<file path="src/rtl/fpm_pkg.sv">
package fpm_pkg;

  // Nearest-even decision from the kept LSB and the guard/round/sticky bits.
  function automatic logic rne_up(input logic lsb, input logic g,
                                  input logic r, input logic s);
    return g & (r | s | lsb);
  endfunction

  // Bias for an exponent field of the given width.
  function automatic int exp_bias(input int ew);
    return (1 << (ew - 1)) - 1;
  endfunction

endpackage

</file>
<file path="src/rtl/fpm_sigmul.sv">
module fpm_sigmul #(
  parameter int EW = 8,
  parameter int FW = 23,
  localparam int W   = EW + FW + 1,
  localparam int EXW = EW + 2
) (
  input  logic [W-1:0]          a_q,
  input  logic [W-1:0]          b_q,
  output logic                  sign,
  output logic                  zero_op,
  output logic [FW:0]           mant,
  output logic                  g_bit,
  output logic                  r_bit,
  output logic                  s_bit,
  output logic signed [EXW-1:0] exp_pre
);
  localparam int BIAS = fpm_pkg::exp_bias(EW);
  localparam int PW   = 2 * FW + 2;

  logic [EW-1:0] ea, eb;
  logic [FW:0]   siga, sigb;
  logic [PW-1:0] prod;
  logic          hi;

  assign ea      = a_q[W-2 -: EW];
  assign eb      = b_q[W-2 -: EW];
  assign sign    = a_q[W-1] ^ b_q[W-1];
  assign zero_op = (ea == '0) || (eb == '0);
  assign siga    = {1'b1, a_q[FW-1:0]};
  assign sigb    = {1'b1, b_q[FW-1:0]};
  assign prod    = PW'(siga) * PW'(sigb);
  assign hi      = prod[PW-1];

  // One-step normalization of a product in [1,4).
  always_comb begin
    if (hi) begin
      mant  = prod[PW-1 -: FW+1];
      g_bit = prod[FW];
      r_bit = prod[FW-1];
      s_bit = |prod[FW-2:0];
    end else begin
      mant  = prod[PW-2 -: FW+1];
      g_bit = prod[FW-1];
      r_bit = prod[FW-2];
      s_bit = |prod[FW-3:0];
    end
  end

  assign exp_pre = $signed({2'b00, ea}) + $signed({2'b00, eb})
                 - $signed(EXW'(BIAS)) + $signed({{(EXW-1){1'b0}}, hi});

  // The normalized significand keeps its leading one.
  always_comb begin
    p_hidden_bit_r3: assert (mant[FW] == 1'b1);
  end

endmodule

</file>
<file path="src/rtl/fpm_rounder.sv">
module fpm_rounder #(
  parameter int EW = 8,
  parameter int FW = 23,
  localparam int W   = EW + FW + 1,
  localparam int EXW = EW + 2
) (
  input  logic                  sign,
  input  logic                  zero_op,
  input  logic [FW:0]           mant,
  input  logic                  g_bit,
  input  logic                  r_bit,
  input  logic                  s_bit,
  input  logic signed [EXW-1:0] exp_pre,
  output logic [W-1:0]          res,
  output logic                  ovf,
  output logic                  unf
);
  localparam int EMAX = (1 << EW) - 2;

  logic                  up, carry;
  logic [FW+1:0]         sum;
  logic [FW:0]           mant_r;
  logic signed [EXW-1:0] exp_fin;

  assign up      = fpm_pkg::rne_up(mant[0], g_bit, r_bit, s_bit);
  assign sum     = {1'b0, mant} + (FW+2)'(up);
  assign carry   = sum[FW+1];
  assign mant_r  = carry ? sum[FW+1:1] : sum[FW:0];
  assign exp_fin = exp_pre + $signed({{(EXW-1){1'b0}}, carry});

  assign ovf = !zero_op && (exp_fin > $signed(EXW'(EMAX)));
  assign unf = !zero_op && (exp_fin < $signed(EXW'(1)));

  always_comb begin
    if (zero_op || unf)
      res = {sign, {(W-1){1'b0}}};
    else if (ovf)
      res = {sign, {EW{1'b1}}, {FW{1'b0}}};
    else
      res = {sign, exp_fin[EW-1:0], mant_r[FW-1:0]};
  end

  // A rounding carry leaves a zero fraction; the flags exclude each other.
  always_comb begin
    p_carry_frac_zero_r5: assert (!carry || (mant_r[FW-1:0] == '0));
    p_flags_exclusive_r7: assert (!(ovf && unf));
  end

endmodule

</file>
<file path="src/rtl/fp_mul.sv">
module fp_mul #(
  parameter int EW = 8,
  parameter int FW = 23,
  localparam int W   = EW + FW + 1,
  localparam int EXW = EW + 2
) (
  input  logic         clk,
  input  logic         rst_n,
  input  logic         start,
  input  logic [W-1:0] op_a,
  input  logic [W-1:0] op_b,
  output logic         done,
  output logic [W-1:0] result,
  output logic         overflow,
  output logic         underflow
);
  logic [W-1:0]          a_q, b_q;
  logic                  start_q;
  logic                  sign, zero_op, g_bit, r_bit, s_bit;
  logic [FW:0]           mant;
  logic signed [EXW-1:0] exp_pre;
  logic [W-1:0]          res_c;
  logic                  ovf_c, unf_c;

  always_ff @(posedge clk or negedge rst_n) begin
    if (!rst_n) begin
      a_q     <= '0;
      b_q     <= '0;
      start_q <= 1'b0;
    end else begin
      start_q <= start;
      if (start) begin
        a_q <= op_a;
        b_q <= op_b;
      end
    end
  end

  fpm_sigmul #(.EW(EW), .FW(FW)) u_sigmul (
    .a_q(a_q), .b_q(b_q), .sign(sign), .zero_op(zero_op), .mant(mant),
    .g_bit(g_bit), .r_bit(r_bit), .s_bit(s_bit), .exp_pre(exp_pre)
  );

  fpm_rounder #(.EW(EW), .FW(FW)) u_rounder (
    .sign(sign), .zero_op(zero_op), .mant(mant), .g_bit(g_bit),
    .r_bit(r_bit), .s_bit(s_bit), .exp_pre(exp_pre),
    .res(res_c), .ovf(ovf_c), .unf(unf_c)
  );

  always_ff @(posedge clk or negedge rst_n) begin
    if (!rst_n) begin
      done      <= 1'b0;
      result    <= '0;
      overflow  <= 1'b0;
      underflow <= 1'b0;
    end else begin
      done <= start_q;
      if (start_q) begin
        result    <= res_c;
        overflow  <= ovf_c;
        underflow <= unf_c;
      end
    end
  end

  p_done_latency_r1: assert property (@(posedge clk) disable iff (!rst_n)
    done |-> $past(start, 2));

  p_sign_xor_r2: assert property (@(posedge clk) disable iff (!rst_n)
    done |-> (result[W-1] == $past(a_q[W-1] ^ b_q[W-1])));

  p_ovf_inf_r7: assert property (@(posedge clk) disable iff (!rst_n)
    overflow |-> (result[W-2:0] == {{EW{1'b1}}, {FW{1'b0}}}));

  p_unf_zero_r8: assert property (@(posedge clk) disable iff (!rst_n)
    underflow |-> (result[W-2:0] == '0));

endmodule

</file>
<file path="config.mk">
export PLATFORM = sky130hd
export DESIGN_NAME = fp_mul
export DESIGN_NICKNAME = d
export VERILOG_FILES = /design/src/rtl/fpm_pkg.sv /design/src/rtl/fpm_sigmul.sv /design/src/rtl/fpm_rounder.sv /design/src/rtl/fp_mul.sv
export SDC_FILE = /design/constraint.sdc
export NUM_CORES = 2
export LEC_CHECK = 0
export BUFFER_PORTS_ARGS = -buffer_cell sky130_fd_sc_hd__buf_2
export CORE_ASPECT_RATIO = 1.1
export CORE_MARGIN = 2
export CORE_UTILIZATION = 43
export CTS_CLUSTER_DIAMETER = 50
export DETAILED_ROUTE_END_ITERATION = 7
export SETUP_SLACK_MARGIN = 0.2
export SYNTH_ARGS = -nofsm -noshare
export SYNTH_HDL_FRONTEND = slang
export SYNTH_HIERARCHICAL = 1
export SYNTH_SLANG_ARGS = --single-unit
export TNS_END_PERCENT = 1
</file>
<file path="constraint.sdc">
create_clock -name clk -period 15 [get_ports clk]
set_clock_uncertainty 0.15 [all_clocks]
set_input_delay 0 -clock clk [delete_from_list [all_inputs] [get_ports clk]]
set_output_delay 0 -clock clk [all_outputs]
set_load 0.03 [all_outputs]
</file>
== Word-level counts from Yosys, hierarchy flattened ==
Index checks and enable logic that the tools add are counted.
Widths: inputs -> output; s select.

* Reduce and logical (&&, ||, !) cells: 9
* Div/mod/pow operators: 0
* Add/subtract/negate cells: 5
* Equality and inequality tests: 0
* Bitwise logic cells: 4
* $mul: 1
* $lt $le $gt $ge: 2
* Multiplexer cells: 7
* Shift-type cells: 0

{| class="wikitable"
|+ Operator list
! operator !! count
|-
| $mux 31 || 2
|-
| $mul 24x24->48 || 1
|-
| $add 24x1->25 || 1
|-
| $mux 24 || 1
|-
| $mux 23 || 1
|-
| $reduce_or 22->1 || 1
|-
| $reduce_or 21->1 || 1
|-
| $add 10x2->10 || 2
|-
| $logic_not 8->1 || 2
|-
| $gt 10x9->1 const B || 1
|-
| $lt 10x2->1 const B || 1
|-
| $sub 10x8->10 const B || 1
|-
| $add 8x8->9 || 1
|-
| $mux 1 || 3
|-
| $logic_and 1x1->1 || 2
|-
| $logic_or 1x1->1 || 2
|-
| $or 1x1->1 || 2
|-
| $and 1x1->1 || 1
|-
| $logic_not 1->1 || 1
|-
| $xor 1x1->1 || 1
|}

* Memories kept: 0
* Memory bits (writable): 0
* Word-level logic and storage cells: 35
* Latch bits: 0
* Input port bits: 67
* Memory bits (read-only): 0
* Output and inout bits: 35
* Bits in registers: 100

== Depth between registers and ports, before layout ==
* Depth after elaboration: 12
* Mapped depth: 45
* Gate-level depth less buffers: 41

== By module ==
Netlist, hierarchy kept.

{| class="wikitable"
|+ By module, submodules not included
! module !! seq. area each (um2) !! times used !! area each (um2) !! cells an instance
|-
| fpm_sigmul || 0.0 || 1 || 19625.1 || 2256
|-
| fp_mul || 2502.4 || 1 || 4018.9 || 209
|-
| fpm_rounder || 0.0 || 1 || 1171.1 || 165
|}

== Worst setup path after synthesis ==
OpenSTA, ideal clock, no wires.

* Kind: reg-to-reg
* Start: register a_q[13]
* End: register result[24]
* Required time: 14.725 ns
* Stages on the path, launching flop included: 40
* Period minus slack after synthesis: 9.963 ns
* Library setup time: 0.125 ns
* Arrival time: 9.688 ns
* Path slack: 5.037 ns
* Path buffers: 3
* Cell sequence: dfrtp_1 -> clkbuf_1 -> nand2_1 -> fa_1 -> inv_1 -> fa_1 -> inv_1 -> fa_1 -> inv_1 -> fa_1 -> inv_1 -> fa_1 -> inv_1 -> fa_1 -> inv_1 -> fa_1 -> inv_1 -> ha_1 -> (+4 left out) -> o41ai_2 -> nand3_2 -> a31oi_4 -> xor2_4 -> buf_12 -> mux2i_1 -> and4_1 -> nand4_1 -> nor4_1 -> ha_1 -> ha_1 -> nand4_1 -> nor2_1 -> xnor2_1 -> o41ai_4 -> buf_2 -> o211a_1 -> mux2_2

* Elaborated cells between the ends (all ways): 20
* Classes of those cells: 3 x add/sub; 1 x mul; 2 x order compare; 6 x mux; 3 x bitwise; 5 x reduce/logical

{| class="wikitable"
|+ RTL lines
! element !! line !! text
|-
| start, declared || fp_mul.sv:17 || <nowiki>logic [W-1:0] a_q, b_q;</nowiki>
|-
| start signal, assigned || fp_mul.sv:33 || <nowiki>a_q <= op_a;</nowiki>
|-
| $mul 24x24->48 (*) || fpm_sigmul.sv:31 || <nowiki>assign prod = PW'(siga) * PW'(sigb);</nowiki>
|-
| $mux 24 (*) || fpm_sigmul.sv:36 || <nowiki>if (hi) begin</nowiki>
|-
| net mant[12] || fp_mul.sv:20 || <nowiki>logic [FW:0] mant;</nowiki>
|-
| $add 24x1->25 (*) || fpm_rounder.sv:26 || <nowiki>assign sum = {1'b0, mant} + (FW+2)'(up);</nowiki>
|-
| $add 10x2->10 (*) || fpm_rounder.sv:29 || <nowiki>assign exp_fin = exp_pre + $signed({{(EXW-1){1'b0}}, carry});</nowiki>
|-
| $gt 10x9->1 / $lt 10x2->1 (equally long branches) || fpm_rounder.sv:31, fpm_rounder.sv:32 ||
|-
| $logic_and 1x1->1 (on tied branches) || fpm_rounder.sv:31, fpm_rounder.sv:32 ||
|-
| $mux 31 / $logic_or 1x1->1 (equally long branches) || fpm_rounder.sv:37, fpm_rounder.sv:35 ||
|-
| $mux 31 (*) || fpm_rounder.sv:35 || <nowiki>if (zero_op || unf)</nowiki>
|-
| net res_c[24] || fp_mul.sv:22 || <nowiki>logic [W-1:0] res_c;</nowiki>
|-
| end signal, assigned || fp_mul.sv:59 || <nowiki>result <= res_c;</nowiki>
|-
| end, declared || fp_mul.sv:13 || <nowiki>output logic [W-1:0] result,</nowiki>
|}

The timed path passes the listed nets; every way through them passes the cells marked *.
A chain may end at the register's enable or synchronous reset.

== Worst setup path after layout ==
* Start: register b_q[8]
* End: register result[27]

* Elaborated cells between the ends (all ways): 20
* Classes of those cells: 3 x add/sub; 1 x mul; 2 x order compare; 6 x mux; 3 x bitwise; 5 x reduce/logical

{| class="wikitable"
|+ RTL lines
! element !! line !! text
|-
| start, declared || fp_mul.sv:17 ||
|-
| start signal, assigned || fp_mul.sv:34 || <nowiki>b_q <= op_b;</nowiki>
|-
| $mul 24x24->48 (*) || fpm_sigmul.sv:31 ||
|-
| $mux 1 (*) || fpm_sigmul.sv:36 ||
|-
| net g_bit || fp_mul.sv:19 || <nowiki>logic sign, zero_op, g_bit, r_bit, s_bit;</nowiki>
|-
| $and 1x1->1 (*) || fpm_pkg.sv:6 || <nowiki>return g & (r | s | lsb);</nowiki>
|-
| $add 24x1->25 (*) || fpm_rounder.sv:26 ||
|-
| $add 10x2->10 (*) || fpm_rounder.sv:29 ||
|-
| $gt 10x9->1 / $lt 10x2->1 (equally long branches) || fpm_rounder.sv:31, fpm_rounder.sv:32 ||
|-
| $logic_and 1x1->1 (on tied branches) || fpm_rounder.sv:31, fpm_rounder.sv:32 ||
|-
| $mux 31 / $logic_or 1x1->1 (equally long branches) || fpm_rounder.sv:37, fpm_rounder.sv:35 ||
|-
| $mux 31 (*) || fpm_rounder.sv:35 ||
|-
| net res_c[27] || fp_mul.sv:22 ||
|}

Marked as above.

==> flow_summary.toml <==
[floorplanning]
coreArea_um2 = 57200
ios = 102
fp-row-count = 92
die_width_um = 233
design.die.area_um2 = 59700
chipHeight_um = 256
start_util_pct = 43.4

[logic_synthesis]
netlist_instances = 2630
yosysWarnings = 6
syn-num-nets = 3372
netlist.top_cell.by_area = "fa_1"
synth.distinct_cells = 78
synthFlopType = "dfrtp_1"
synth_top_cell_area_share_pct = 39.0
synth_edf_count = 0
syn_avg_cell_area_um2 = 9.44
async_flop_share_pct = 100
ys_seq_elements = 100
seq_area_frac_synth_pct = 10.1
synth.area.top_cells = "fa_1 39%, dfrtp_1 10%, ha_1 9.7%, inv_1 8.7%, and2_1 5.7%"
synth_area_um2 = 24800

[clocking]
cts.sinks = 100
clock_path_buffers = 2
cts_made_buffers = 9
cts_tree = "yes"
h-tree-depth = 3
clk_pin_slew_ns = 0.09
cts_root_buf = "clkbuf_16"
clkLatencyLatePin_ns = 0.41

[detailed_routing]
routed_wl_um = 65900
route.detailed.drc = 0
drt-vias-per-instance = 5.15
via_count = 17996
wl_per_cell_um = 18.9
ant_nets = 0
drt_first_pass_iters = 5
first_iter_violations = 976

[worst_setup_path]
crit_top_cell = "fa_1"
r2r_start = "b_q[8]$_DFFE_PN0P_"
reg2reg_slack_ns = 3.00
timing.critical_path.slowest_stage_cell = "xor2_4"
endpoint_kind = "register"
max_stage_delay_ns = 0.76
cp-startpoint = "b_q[8]$_DFFE_PN0P_"
required_ns = 15.15
r2r_end = "result[27]$_DFFE_PN0P_"
path_delay_family = "adder cells"
crit_buf_inv = 8
worstPathArrival_ns = 12.14
worstPathMaxFanout = 26
crit_type = "reg -> reg"
r2r.worst_path.cells = 39
cp-start-kind = "register"

[timing]
worst_pin_slew_ns = 1.05
timing.setup.tns_ns = 0
min_period_over_period_pct = 80.0
rsz0062_at_grt = "no"
max_slew_margin_pct = 30.1
hold_violations = 0
fmax_ghz = 0.0833
fin_crit_ns = 12.00
setup_viol = 0
slew_violations = 0

[final_layout]
seq_area_um2 = 2500
multi_input_area_um2 = 19400
post-route-util_pct = 47.2
layout-drive-gt1-share_pct = 10.4
layout.nets = 3479
final_cell_area_um2 = 27000
mostFrequentLayoutCells = "575 x inv_1, 483 x fa_1, 339 x nand2_1, 227 x and2_1, 192 x ha_1"
area_growth_pct = 8.86
diodes = 0
fill_cells = 5414
final_common_cell = "inv_1"

[grt]
grt_pass1_wl_um = 109000
track_usage_pct = 23.5
grt_antenna_before_repair = 2
grt.overflow.total = 0
grt_pass1_vias = 20189
grt_max_degree = 62

[hold_path]
hp-class = "in -> reg"
holdPathStages = 2
min_from = "start"
whs_endpoint = "b_q[31]$_DFFE_PN0P_"

[job]
drv_cap = 0

[placed_design]
place_congestion = 0.896
io_buffers = 101
dpl.hpwl_um = 52700
placed_area_um2 = 25800

[outcome]
status = "complete, no violations"
[flip-flops by register name (all words and copies together) (netlist names)]
name       count
a_q           32
b_q           32
underflow      1
done           1
result        32
start_q        1
overflow       1
[logic make-up after synthesis]
family	synth area share (%)
multiplexers	6.45
buffers and inverters	11.6
adder cells (fa/ha/maj)	48.6
AO/OA/AOI/OAI	5.29
XOR/XNOR	2.86
AND/OR/NAND/NOR	15.1
flip-flops	10.1
[synth_stat cells, drive strengths merged (3+ instances only)]
master	n
a211oi	15
a21o	18
a21oi	68
a31oi	10
and2	227
and3	7
and4	6
buf	28
clkbuf	98
clkinv	3
dfrtp	100
fa	483
ha	192
inv	576
mux2	98
mux2i	26
nand2	339
nand2b	9
nand3	18
nand4	19
nor2	70
nor2b	6
nor3	18
nor4	21
o211ai	8
o21a	4
o21ai	33
o21bai	10
o41ai	4
or2	5
xnor2	43
xor2	36
[routing by layer]
layer | vias up | track usage (%) | part of all wire (%) | wire (um)
met1 | 9218 | 31.2 | 43 | 28000
met5 | - | 0 | 0.035 | 23
met2 | 523 | 39.0 | 49 | 32200
met3 | 85 | 4.06 | 5.9 | 3870
met4 | 4 | 7.75 | 2.8 | 1810
li1 | 8166 | - | - | -
[what timing repair did]
| item | 4_1_cts | 5_1_grt |
|---|---|---|
| gates resized for setup | 0 | 0 |
| setup buffers | 0 | 0 |
| hold endpoints to repair | 103 | 0 |
| hold buffers | 85 | 0 |
[worst max path at each step]
stage | endpoint | slack, ns | depth (start not counted)
after global routing | result[7]$_DFFE_PN0P_ | 2.23 | 39
after detailed placement | result[3]$_DFFE_PN0P_ | 3.09 | 39
after global placement | result[27]$_DFFE_PN0P_ | 3.36 | 39
after floorplan | result[24]$_DFFE_PN0P_ | 5.04 | 39
after CTS | result[3]$_DFFE_PN0P_ | 3.00 | 39
final | result[27]$_DFFE_PN0P_ | 3.00 | 39
[worst register-to-register path: cells and delay by family (launching register included)]
family / cells / cell delay [ns]
fa+ha+maj: 11 / 4.71
simple gates: 10 / 1.74
compound gates: 6 / 1.64
xor+xnor: 2 / 1.13
buf+inv: 8 / 1.10
flops: 1 / 0.75
mux: 2 / 0.69
[area by class of cell]
| type | count | area share, % |
|---|---|---|
| repair buffers | 222 | 6.08 |
| inverters | 579 | 8.05 |
| flip-flops and latches | 100 | 9.26 |
| well taps | 752 | 3.48 |
| clock buffers | 10 | 0.885 |
| clock inverters | 6 | 0.245 |
| multi-input cells | 1825 | 72.0 |
[through the flow]
stage | cells | hold slack (ns) | setup slack, ns
6_report | 3494 | 0.0164 | 3.00
5_1_grt | 3494 | 0.0264 | 2.23
4_1_cts | 3494 | 0.000321 | 3.00
3_5_place_dp | 3393 | -0.127 | 3.09
3_3_place_gp | 3393 | -0.138 | 3.36
2_1_floorplan | 2630 | -0.446 | 5.04
Power is left out: the tool's default activity adds up to more than one toggle a clock period on the data nets, which glitch-free logic cannot reach.
